### src/rtl/remap_pkg.sv
package remap_pkg;
  localparam int ADDR_W  = 9;
  localparam int TASK_W  = 2;
  localparam int FIELD_W = 3;
  localparam int CFG_W   = 1 + 2 * FIELD_W;
  localparam int NPORT   = 2;

  typedef struct packed {
    logic               en;
    logic [FIELD_W-1:0] bank_log2;
    logic [FIELD_W-1:0] reg_log2;
  } remap_cfg_t;
endpackage

### src/rtl/remap_rst_sync.sv
module remap_rst_sync #(
  parameter int STAGES = 2
) (
  input  logic clk,
  input  logic rst_n,
  output logic rst_ns
);
  logic [STAGES-1:0] sync_q;
  logic [STAGES-1:0] sync_d;

  always_comb sync_d = {sync_q[STAGES-2:0], 1'b1};

  always_ff @(posedge clk or negedge rst_n) begin
    if (!rst_n) sync_q <= '0;
    else        sync_q <= sync_d;
  end

  assign rst_ns = sync_q[STAGES-1];
endmodule

### src/rtl/remap_cfg_reg.sv
module remap_cfg_reg
  import remap_pkg::*;
(
  input  logic             clk,
  input  logic             rst_ns,
  input  logic             cfg_we,
  input  logic [CFG_W-1:0] cfg_word,
  output remap_cfg_t       cfg_q
);
  remap_cfg_t cfg_d;

  always_comb begin
    cfg_d = cfg_q;
    if (cfg_we) cfg_d = remap_cfg_t'(cfg_word);
  end

  always_ff @(posedge clk or negedge rst_ns) begin
    if (!rst_ns) cfg_q <= '0;
    else         cfg_q <= cfg_d;
  end

  AST_CFG_LOAD: assert property (@(posedge clk) disable iff (!rst_ns)
    cfg_we |=> (cfg_q == $past(cfg_word)));
  AST_CFG_HOLD: assert property (@(posedge clk) disable iff (!rst_ns)
    !cfg_we |=> $stable(cfg_q));
  AST_OFF_AT_START: assert property (@(posedge clk) disable iff (!rst_ns)
    $rose(rst_ns) |-> !cfg_q.en);
endmodule

### src/rtl/remap_xlate.sv
module remap_xlate
  import remap_pkg::*;
#(
  parameter int AW = ADDR_W,
  parameter int TW = TASK_W
) (
  input  logic          clk,
  input  logic          rst_ns,
  input  remap_cfg_t    cfg_i,
  input  logic [TW-1:0] task_i,
  input  logic [AW-1:0] addr_i,
  output logic [AW-1:0] addr_o
);
  localparam int SUM_W = FIELD_W + 1;
  localparam logic [SUM_W-1:0] AW_S = SUM_W'(AW);

  logic [SUM_W-1:0] span;
  logic [AW-1:0]    task_mask, task_ext, low_mask, banked;
  logic             in_win;
  logic [AW-1:0]    addr_d;

  always_comb begin
    span      = SUM_W'(cfg_i.bank_log2) + SUM_W'(cfg_i.reg_log2);
    task_mask = ~({AW{1'b1}} << cfg_i.bank_log2);
    task_ext  = AW'(task_i) & task_mask;
    low_mask  = ~({AW{1'b1}} << cfg_i.reg_log2);
    banked    = (task_ext << cfg_i.reg_log2) | (addr_i & low_mask);
    in_win    = (span >= AW_S) || ((addr_i >> span) == '0);
    addr_d    = (cfg_i.en && in_win) ? banked : addr_i;
  end

  always_ff @(posedge clk or negedge rst_ns) begin
    if (!rst_ns) addr_o <= '0;
    else         addr_o <= addr_d;
  end

  AST_OFF_PASSTHRU: assert property (@(posedge clk) disable iff (!rst_ns)
    !cfg_i.en |=> (addr_o == $past(addr_i)));
  AST_ABOVE_PASSTHRU: assert property (@(posedge clk) disable iff (!rst_ns)
    (cfg_i.en && span < AW_S && (addr_i >> span) != '0)
      |=> (addr_o == $past(addr_i)));
  AST_LOW_KEPT: assert property (@(posedge clk) disable iff (!rst_ns)
    (cfg_i.en && in_win)
      |=> ((addr_o & $past(low_mask)) == ($past(addr_i) & $past(low_mask))));
  AST_STAYS_IN_WINDOW: assert property (@(posedge clk) disable iff (!rst_ns)
    (cfg_i.en && span < AW_S && (addr_i >> span) == '0)
      |=> ((addr_o >> $past(span)) == '0));
endmodule

### src/rtl/task_bank_remap.sv
module task_bank_remap
  import remap_pkg::*;
#(
  parameter int AW = ADDR_W,
  parameter int TW = TASK_W
) (
  input  logic             clk,
  input  logic             rst_n,
  input  logic [TW-1:0]    task_id,
  input  logic [AW-1:0]    d_addr_i,
  input  logic [AW-1:0]    s_addr_i,
  input  logic             cfg_we,
  input  logic [CFG_W-1:0] cfg_word,
  output logic [AW-1:0]    d_addr_o,
  output logic [AW-1:0]    s_addr_o
);
  logic          rst_ns;
  remap_cfg_t    cfg_q;
  logic [AW-1:0] raw   [NPORT];
  logic [AW-1:0] remap [NPORT];

  remap_rst_sync #(.STAGES(2)) u_rst (
    .clk(clk), .rst_n(rst_n), .rst_ns(rst_ns)
  );

  remap_cfg_reg u_cfg (
    .clk(clk), .rst_ns(rst_ns), .cfg_we(cfg_we),
    .cfg_word(cfg_word), .cfg_q(cfg_q)
  );

  assign raw[0] = d_addr_i;
  assign raw[1] = s_addr_i;

  for (genvar p = 0; p < NPORT; p++) begin : g_port
    remap_xlate #(.AW(AW), .TW(TW)) u_xl (
      .clk(clk), .rst_ns(rst_ns), .cfg_i(cfg_q), .task_i(task_id),
      .addr_i(raw[p]), .addr_o(remap[p])
    );
  end

  assign d_addr_o = remap[0];
  assign s_addr_o = remap[1];

  AST_RESET_ZERO: assert property (@(posedge clk) disable iff (!rst_n)
    !rst_ns |-> (d_addr_o == '0 && s_addr_o == '0));
endmodule

### config.mk
export PLATFORM = sky130hd
export DESIGN_NAME = task_bank_remap
export DESIGN_NICKNAME = d
export VERILOG_FILES = /design/src/rtl/remap_pkg.sv /design/src/rtl/remap_rst_sync.sv /design/src/rtl/remap_cfg_reg.sv /design/src/rtl/remap_xlate.sv /design/src/rtl/task_bank_remap.sv
export SDC_FILE = /design/constraint.sdc
export NUM_CORES = 1
export LEC_CHECK = 0
export BUFFER_PORTS_ARGS = -buffer_cell sky130_fd_sc_hd__buf_2
export CAP_MARGIN = 20
export CORE_ASPECT_RATIO = 0.75
export CORE_UTILIZATION = 45
export DETAILED_ROUTE_END_ITERATION = 10
export PLACE_DENSITY = 0.7
export SLEW_MARGIN = 20
export SYNTH_ARGS = -nofsm -noshare
export SYNTH_HDL_FRONTEND = slang
export SYNTH_SLANG_ARGS = --single-unit
### constraint.sdc
create_clock -name clk -period 1.1 [get_ports clk]
set_clock_uncertainty 0.15 [all_clocks]
set_input_delay 0.055 -clock clk [delete_from_list [all_inputs] [get_ports clk]]
set_output_delay 0.055 -clock clk [all_outputs]
set_load 0.05 [all_outputs]
==> results of run 1 <==
[logic make-up after synthesis]
kind of cell	after synthesis	share of synthesized area (%)
AOI/OAI and AO/OA	36	18.0
other	1	0.249
DFF	27	44.8
and+or+nand+nor	52	17.9
muxes	16	12.0
adders and majority gates	4	3.32
xor gates and xnor gates	2	1.16
buffers and inverters	10	2.57
[layout by cell type (no fill, tap or decap), types with 6 or more instances in the layout]
master          n
nand2_1         8
mux2_2          6
buf_6           6
dlygate4sd3_1  22
nand3_1         8
o21ai_0         6
clkbuf_4        6
buf_2          32
nor2_1          8
mux2_4          9
buf_4          54
dfrtp_1        23
[path summary, 6_finish.rpt]
check / start / to / depth (start not counted)
worst max-delay path: u_cfg.cfg_q[1] / g_port[0].u_xl.addr_o[1] / 8
max in group asynchronous: rst_n / u_rst.sync_q[0] / 3
worst min register to register: u_rst.sync_q[1] / g_port[1].u_xl.addr_o[2] / 1
worst min-delay path: cfg_we / u_cfg.cfg_q[5] / 2
worst max register to register: u_cfg.cfg_q[1] / g_port[0].u_xl.addr_o[1] / 8
min in group asynchronous: u_rst.sync_q[1] / g_port[1].u_xl.addr_o[2] / 1
[area by class of cell]
| class | instances | area (sq um) | share of cell area, % |
|---|---|---|---|
| Multi-Input combinational cell | 111 | 1070 | 38.4 |
| Timing Repair Buffer | 122 | 933 | 33.3 |
| Sequential cell | 27 | 681 | 24.3 |
| Tap cell | 38 | 47.5 | 1.70 |
| Clock buffer | 3 | 41.3 | 1.47 |
| Inverter | 4 | 15.0 | 0.536 |
| Clock inverter | 1 | 7.51 | 0.268 |
[metal layers]
layer | vias up | wire (um)
met1 | 926 | 2650
li1 | 787 | -
met2 | 138 | 3290
met4 | 0 | 276
met3 | 38 | 688
met5 | - | 0
[cell usage after synthesis (4+ instances only)]
library cell   n
nand2b_1       4
nor2_1        11
clkbuf_1       5
o2bb2ai_1      4
nor2b_1        4
inv_1          4
a21oi_1        6
nand3b_1       4
o21ai_0        9
ha_1           4
nand3_1        9
mux2_2        11
nand2_1       10
mux2_1         5
dfrtp_1       27
[registers in the layout, indices dropped and copies added (netlist names)]
signal              flops
g_port.u_xl.addr_o     18
u_rst.sync_q            2
u_cfg.cfg_q             7
[power breakdown]
part	switching (mW)	internal [mW]
clock	0.357	0.259
sequential	0.0609	1.09
combinational	1.12	0.882
[through the flow]
step,std cells,util (%)
6_report,306,91.4
5_1_grt,306,91.4
4_1_cts,298,85.8
3_5_place_dp,271,73.9
3_3_place_gp,271,73.9
2_1_floorplan,148,-
[repair_timing]
action                     in CTS  in global routing
hold endpoints to repair       21                  1
hold buffers                   21                  1
setup endpoints to repair      24                 36
pin swaps                       7                  5
gates resized for setup        17                 42
setup buffers                   2                 10
[worst register-to-register path: cells and delay by family, from the launching register on]
family	cells	cell delay (ns)
simple gates	2	0.30
buf+inv	1	0.20
fa+ha+maj	1	0.29
compound gates	3	0.77
mux	1	0.32
flops	1	0.45
==> metrics.md, run 1 <==
| Metric | Value |
|---|---|
| Endpoint type of the worst setup path | flip-flop |
| Number of nets in the synthesized netlist | between 150 and 200 |
| Met3 global-route usage | ~5.0% |
| Register-to-Register Setup Slack | -1.47 ns |
| Top cells by area in the synthesized netlist | dfrtp_1 (45%), mux2_2 (8.2%), mux2_1 (3.7%) |
| Global-route wire length before repair | about 8.6 mm |
| Port Buffer Count | 47 |
| Finished Cell Area | around 0.0028 sq mm |
| Grt ovf | 0 |
| First-pass iteration count of the detailed router | 5 |
| Share of synthesized area occupied by flip-flops and latches | between 40% and 50% |
| Full die area | roughly 0.0036 sq mm |
| Top Ports | 48 |
| Post-synthesis cell type count | 40 |
| Wire length after detailed routing | approximately 6.9 mm |
| Final critical delay including setup and external delays | ~2.6 ns |
| CTS sink cnt | 27 |
| First-iteration detailed-routing DRC count | ~230 |
| Hold/Removal Path Class | primary input to flip-flop |
| Worst hold slack | -0.00319 ns |
| Worst-margin pin slew | roughly 0.66 ns |
| Result of the run | finished, violations left |
| Routing usage on met1 | roughly 47% |
| Worst max-slew margin expressed relative to the limit | approximately 56% |
| Clock root cell | clkbuf_8 |
| Worst-case clock buffer depth | 2 |
| DR vias | between 1.5k and 2k |
| RSZ-0062 raised after global routing | yes |
| DPL Wire Length | 3.80 mm |
| Starting density of the core | 49.2% |
| Type of the setup path with the least slack | flip-flop to flip-flop |
| Biggest cell delay along the critical path | between 0.4 and 0.5 ns |
| Area growth syn-to-layout | 85.7% |
| Initial antenna violation count | 0 |
| Share of flip-flops with an asynchronous set or reset | 100% |
| Horizontal extent of the die | just under 70 um |
| Worst Slack Setup Final | -1.47 ns |
| Die span in y | 52.1 um |
| Count of final hold-check violations | 2 |
| Number of nets at the end of the flow | just over 300 |
| Global placement routability congestion | approximately 0.85 |
| Arrival time of the worst setup path | about 2.6 ns |
| Remaining antenna violation count after routing | 0 |
| Violated checks | hold timing, setup timing |
| Biggest area consumer among synthesized cells | dfrtp_1 |
| Main flop type after synthesis | dfrtp_1 |
| Peak-usage layer in the global routing report | met2 |
| Number of synthesized flops with an enable pin | 0 |
| Share of Yosys cell area claimed by the top area cell type | around 45% |
| Cell family with most CP delay | compound AO/OA/AOI/OAI gates |
| Diodes inserted | 0 |
| Clock buffers created by TritonCTS | 3 |
| TritonCTS clock tree | done |
| Power density over the cells | ~1300 mW/mm^2 |
| Number of pins with negative max-slew slack in the final report | 0 |
| Post-detailed-placement cell area | approximately 0.0023 sq mm |
| Setup-failing EPs final | 24 |
| CP Data Required Time | about 1.1 ns |
| Post-synthesis area per instance | between 10 and 15 sq um |
| FP Rows | 17 |
| Max IR drop VDD | 1290 uV |
| Flop and latch count out of synthesis | 27 |
| Max cap viols | 0 |
| Routed length per instance | between 20 and 25 um |
| Synthesized cell area | 0.00151 sq mm |
| Worst-case setup slack after placement | -1.44 ns |
| List of cells traversed by the critical path | ha_4 -> a21o_4 -> and2_4 -> a311oi_2 -> o211ai_1 -> buf_4 -> nor3_4 -> mux2_4 |
| CTS clock-pin slew for the worst setup and hold paths | ~0.10 ns |
| DRC errors left | 0 |
| Layout cell share with drive strength beyond 1 | approximately 59% |
| Total Power Consumption | between 3 and 4 mW |
| H-tree levels | 1 |
| Pin count of the biggest net entering global routing | 26 |
| Final clock period utilization by the worst path | 233% |
| Category of the worst setup path launch point | flip-flop |
| Ratio of routed vias to standard cells | between 6 and 7 |
| Sum of buffers and inverters on the critical path | 1 |
| Synthesized instance count | 148 |
| Leak pwr | ~1.2 nW |
| Met2 Resource Use GR | 56.5% |
| Later-pin clock latency in the skew report | 0.29 ns |
| Filler cell count in the final layout | between 100 and 150 |
| Total of warnings raised by yosys | 0 |
| F_max | 390 MHz |
| Crit path max fanout | 7 |
| Via count of the first global-routing pass | ~1.7k |
| Library cell contributing the largest single delay on the critical path | dfrtp_2 |
| Total negative setup slack | -25.17 ns |
| Core outline area | between 0.003 and 0.004 sq mm |
| Tot GR Track Use | approximately a third |
Note: power is estimated with default switching activity, not from simulation.
==> run 2, diff against run 1 <==
Settings changed: PLACE_DENSITY 0.7 to 0.69.
==> run 2 against run 1 <==
Net effect: the flow now stops in global routing; synthesized cell count is the same; synthesized area did not move.
==> metrics.md, run 2 <==
| Metric | Value |
|---|---|
| Worst endpoint type | register data pin |
| Synthesized cell area | 0.00151 sq mm (unchanged) |
| Synthesized instance count | 148 (unchanged) |
| Post-synthesis cell type count | 40 (unchanged) |
| Most used standard cell by instance count after synthesis | dfrtp_1 |
| Number of synthesized flops with an enable pin | 0 (unchanged) |
| Share of flip-flops with an asynchronous set or reset | 100% (unchanged) |
| Die span in y | 52.1 um (unchanged) |
| DPL Wire Length | 3.69 mm (-2.9%) |
| Total of warnings raised by yosys | 0 (unchanged) |
| Global placement routability congestion | 0.901 (+5.8%) |
| Top Ports | 48 (unchanged) |
| Proportion of synthesized area in mux cells | 12.0% (unchanged) |
| Result of the run | did not finish |
| Flop and latch count out of synthesis | 27 (unchanged) |
| Largest family of logic cells by synthesized area | compound AO/OA/AOI/OAI gates |
| XOR/XNOR share of the synthesized area | 1.16% (unchanged) |
| Top cells by area in the synthesized netlist | dfrtp_1 (45%), mux2_2 (8.2%), mux2_1 (3.7%) |
| H-tree levels | 1 (unchanged) |
| Starting density of the core | 49.2% (unchanged) |
| Simple logic cell fraction of the synthesized area | 17.9% (unchanged) |
| Pin count of the biggest net entering global routing | 26 |
| Worst-case clock buffer depth | 2 (unchanged) |
| Main flop type after synthesis | dfrtp_1 |
| Biggest area consumer among synthesized cells | dfrtp_1 |
| CTS sink cnt | 27 (unchanged) |
| Halt point of the flow | global routing |
| Number of nets in the synthesized netlist | 182 (unchanged) |
| Worst setup endpoint GRT | g_port[0].u_xl.addr_o[0]$_DFF_PN0_/D |
| Clock root cell | clkbuf_8 |
| Post-synthesis area per instance | 10.2 sq um (unchanged) |
| Share of synthesized area occupied by flip-flops and latches | 44.8% (unchanged) |
| Port Buffer Count | 47 (unchanged) |
| FP Rows | 17 (unchanged) |
| Area share of fa/ha/maj cells after synthesis | 3.32% (unchanged) |
| Tool error | [ERROR DPL-0038] Utilization greater than 100%, impossible to legalize |
| Share of Yosys cell area claimed by the top area cell type | 44.8% (unchanged) |
| Clock buffers created by TritonCTS | 3 (unchanged) |
| Horizontal extent of the die | 68.8 um (unchanged) |
| Most instantiated cells after synthesis | dfrtp_1 (27), mux2_2 (11), nor2_1 (11), nand2_1 (10) |
| Compound-cell area share of the yosys netlist | 18.0% (unchanged) |
run 2: cell counts after synthesis:
No cell type changed its count.
run 2: metrics by stage:
stage               instance area [sq um]  utilization (%)  hold slack (ns)  worst slack, ns  std cells
global placement                     2270             74.2           -0.312            -1.43        272
floorplan                            1710                -           -0.391            -1.30        148
detailed placement                   2270             74.2           -0.308            -1.47        272
CTS                                  2800             91.4          -0.0408            -1.40        314
run 2: logic make-up after synthesis:
group / count (synthesis)
other: 1
DFF: 27
xor gates and xnor gates: 2
adders and majority gates: 4
and+or+nand+nor: 52
buffers and inverters: 10
AOI/OAI and AO/OA: 36
muxes: 16
run 2: timing repair:
| action | CTS |
|---|---|
| pin swaps | 7 |
| setup endpoints to repair | 22 |
| resized for setup | 27 |
| buffers inserted | 16 |
| hold buffers | 22 |
| hold endpoints to repair | 22 |
==> run 3, diff against run 2 <==
Settings changed: CORE_ASPECT_RATIO 0.75 to unset, CORE_UTILIZATION 45 to 30, PLACE_DENSITY 0.69 to unset, PLACE_DENSITY_LB_ADDON set to 0.15.
==> run 3 against run 2 <==
Net effect: the flow now finishes, with violations (hold timing, setup timing).
==> metrics.md, run 3 (synthesis gave the netlist of run 1 again) <==
| Metric | Value |
|---|---|
| Result of the run | finished, violations left |
| Violated checks | hold timing, setup timing |
| Clock root cell | clkbuf_8 |
| Max IR drop VDD | ~570 uV |
| DPL Wire Length | 3.66 mm (-0.79%) |
| Starting density of the core | 31.5% (-18 points) |
| Filler cell count in the final layout | around 420 |
| Cell internal power dissipation | ~2.3 mW |
| Worst-case setup slack after placement | -1.43 ns (+0.0449 ns) |
| Horizontal extent of the die | 72.9 um (+5.9%) |
| Global-route wire length before repair | roughly 8 mm |
| Ratio of routed vias to standard cells | about 4.9 |
| Total negative setup slack | -24.22 ns |
| Die span in y | 72.9 um (+40%) |
| Number of placed cells counting well taps | 297 (+9.2%) |
| Biggest cell delay along the critical path | 0.43 ns |
| Tot GR Track Use | 20.0% |
| Full die area | 0.00531 sq mm |
| Depth of the worst register-to-register path | 7 |
| Final standard cell utilization of the core | between 60% and 70% |
| Reg with most FFs | g_port.u_xl.addr_o |
| Worst-case clock buffer depth | 2 (unchanged) |
| Wire length after detailed routing | between 5 and 6 mm |
| CTS sink cnt | 27 (unchanged) |
| Worst Slack Setup Final | -1.43 ns |
| Finished Cell Area | 0.00289 sq mm |
| Port Buffer Count | 47 (unchanged) |
| Grt ovf | 0 |
| Post-detailed-placement cell area | 0.00228 sq mm (+0.28%) |
| Leak pwr | 1.26 nW |
| FP Rows | 25 (+8) |
| CP Data Required Time | roughly 1.1 ns |
| DRC errors left | 0 |
| Global placement routability congestion | 0.854 (-5.2%) |
| RSZ-0062 raised after global routing | yes |
| Final clock period utilization by the worst path | 230% |
| Commonest non-fill, non-tap cell in the layout | buf_4 |
| Pin count of the biggest net entering global routing | 26 |
| Total Power Consumption | ~3.7 mW |
| TritonCTS clock tree | done |
| Instance count along the most critical hold path | 3 |
| First-pass iteration count of the detailed router | 4 |
| Largest regs | g_port.u_xl.addr_o x18, u_cfg.cfg_q x7, u_rst.sync_q x2 |
| Commonest non-fill, non-tap cells in the layout | buf_4 (43), buf_2 (39), dfrtp_1 (23) |
| Crit path max fanout | 7 |
| Top Ports | 48 (unchanged) |
| Worst-margin pin slew | just over 0.6 ns |
| Sequential share of power | 30.7% |
| Later-pin clock latency in the skew report | approximately 0.28 ns |
| Remaining antenna violation count after routing | 0 |
| First-iteration detailed-routing DRC count | between 50 and 60 |
| Library cell contributing the largest single delay on the critical path | dfrtp_1 |
| Diodes inserted | 0 |
| CTS clock-pin slew for the worst setup and hold paths | roughly 0.090 ns |
| Clock buffers created by TritonCTS | 3 (unchanged) |
| Clock network power share | 15.6% |
| H-tree levels | 1 (unchanged) |
| Power density over the cells | 1280 mW/mm^2 |
| Arrival time of the worst setup path | 2.55 ns |
| Net switching power | ~1.4 mW |
| Non-filler instance count after layout | about 340 |
| Core outline area | 0.00479 sq mm |
| Hold/Removal Path Class | primary input to flip-flop |
| Worst hold slack | -0.00168 ns |
| Portion of total power attributed to combinational logic | between 50% and 60% |
| Worst max-slew margin expressed relative to the limit | between 50% and 60% |
| F_max | 395 MHz |
| Area growth syn-to-layout | 91.8% |
| List of cells traversed by the critical path | ha_4 -> a21o_4 -> and2_4 -> a311oi_2 -> o211ai_1 -> nor3_1 -> mux2_2 |
| Category of the worst setup path launch point | flip-flop |
| Via count of the first global-routing pass | roughly 1.7k |
| Final critical delay including setup and external delays | around 2.5 ns |
| Number of pins with negative max-slew slack in the final report | 0 |
| Number of nets at the end of the flow | about 300 |
| Max cap viols | 0 |
| Layout cell share with drive strength beyond 1 | 61.6% |
| Count of final hold-check violations | 3 |
| DR vias | approximately 1.7k |
| Net Sw Frac | a little under two fifths |
| Routed length per instance | between 15 and 20 um |
| Type of the setup path with the least slack | flip-flop to flip-flop |
| Initial antenna violation count | 0 |
| Max reg flops | 18 |
| Endpoint type of the worst setup path | flip-flop |
| Setup-failing EPs final | 20 |
run 3: area by class of cell:
type	count	area (sq um)	area share [%]
Clock buffer	4	45.0	1.56
Inverter	4	15.0	0.519
Tap cell	67	83.8	2.90
Timing Repair Buffer	122	922	31.9
Multi-Input combinational cell	111	1140	39.6
Sequential cell	27	681	23.5
run 3: critical path: cells and delay by family, from the launching register on:
kind / cells / cell delay [ns]
AOI/OAI and AO/OA: 3 / 0.79
adders and majority gates: 1 / 0.29
DFF: 1 / 0.43
muxes: 1 / 0.36
and+or+nand+nor: 2 / 0.41
run 3: final timing paths:
| path | start | slack, ns | endpoint |
|---|---|---|---|
| setup / recovery | u_cfg.cfg_q[4] | -1.43 | g_port[0].u_xl.addr_o[1] |
| hold / removal | s_addr_i[8] | -0.002 | g_port[1].u_xl.addr_o[8] |
| setup reg to reg | u_cfg.cfg_q[4] | -1.43 | g_port[0].u_xl.addr_o[1] |
| hold reg to reg | u_rst.sync_q[1] | 0.08 | g_port[1].u_xl.addr_o[2] |
| max in group asynchronous | rst_n | 0.19 | u_rst.sync_q[1] |
| min in group asynchronous | u_rst.sync_q[1] | 0.08 | g_port[1].u_xl.addr_o[2] |
run 3: layer usage:
layer | vias up | GRT usage [%] | routed length (um)
met4 | 0 | 7.84 | 188
met3 | 16 | 2.90 | 201
met5 | - | 0 | 0
met2 | 53 | 37.4 | 2730
met1 | 804 | 22.7 | 2060
li1 | 783 | - | -
run 3: what timing repair did:
action | CTS | global route
hold buffers | 21 | 1
setup endpoints to repair | 22 | 30
buffers inserted | 6 | 9
resized for setup | 15 | 42
pin swaps | 1 | 15
hold endpoints to repair | 22 | 1
run 3: power by group through the flow:
stage / sequential, mW / combinational (mW) / clock, mW
final: 1.14 / 1.99 / 0.581
after global routing: 1.15 / 2.12 / 0.638
after CTS: 1.13 / 1.72 / 0.597
after detailed placement: 1.15 / 1.55 / 0
after global placement: 1.15 / 1.53 / 0
after floorplan: 1.43 / 0.729 / 0
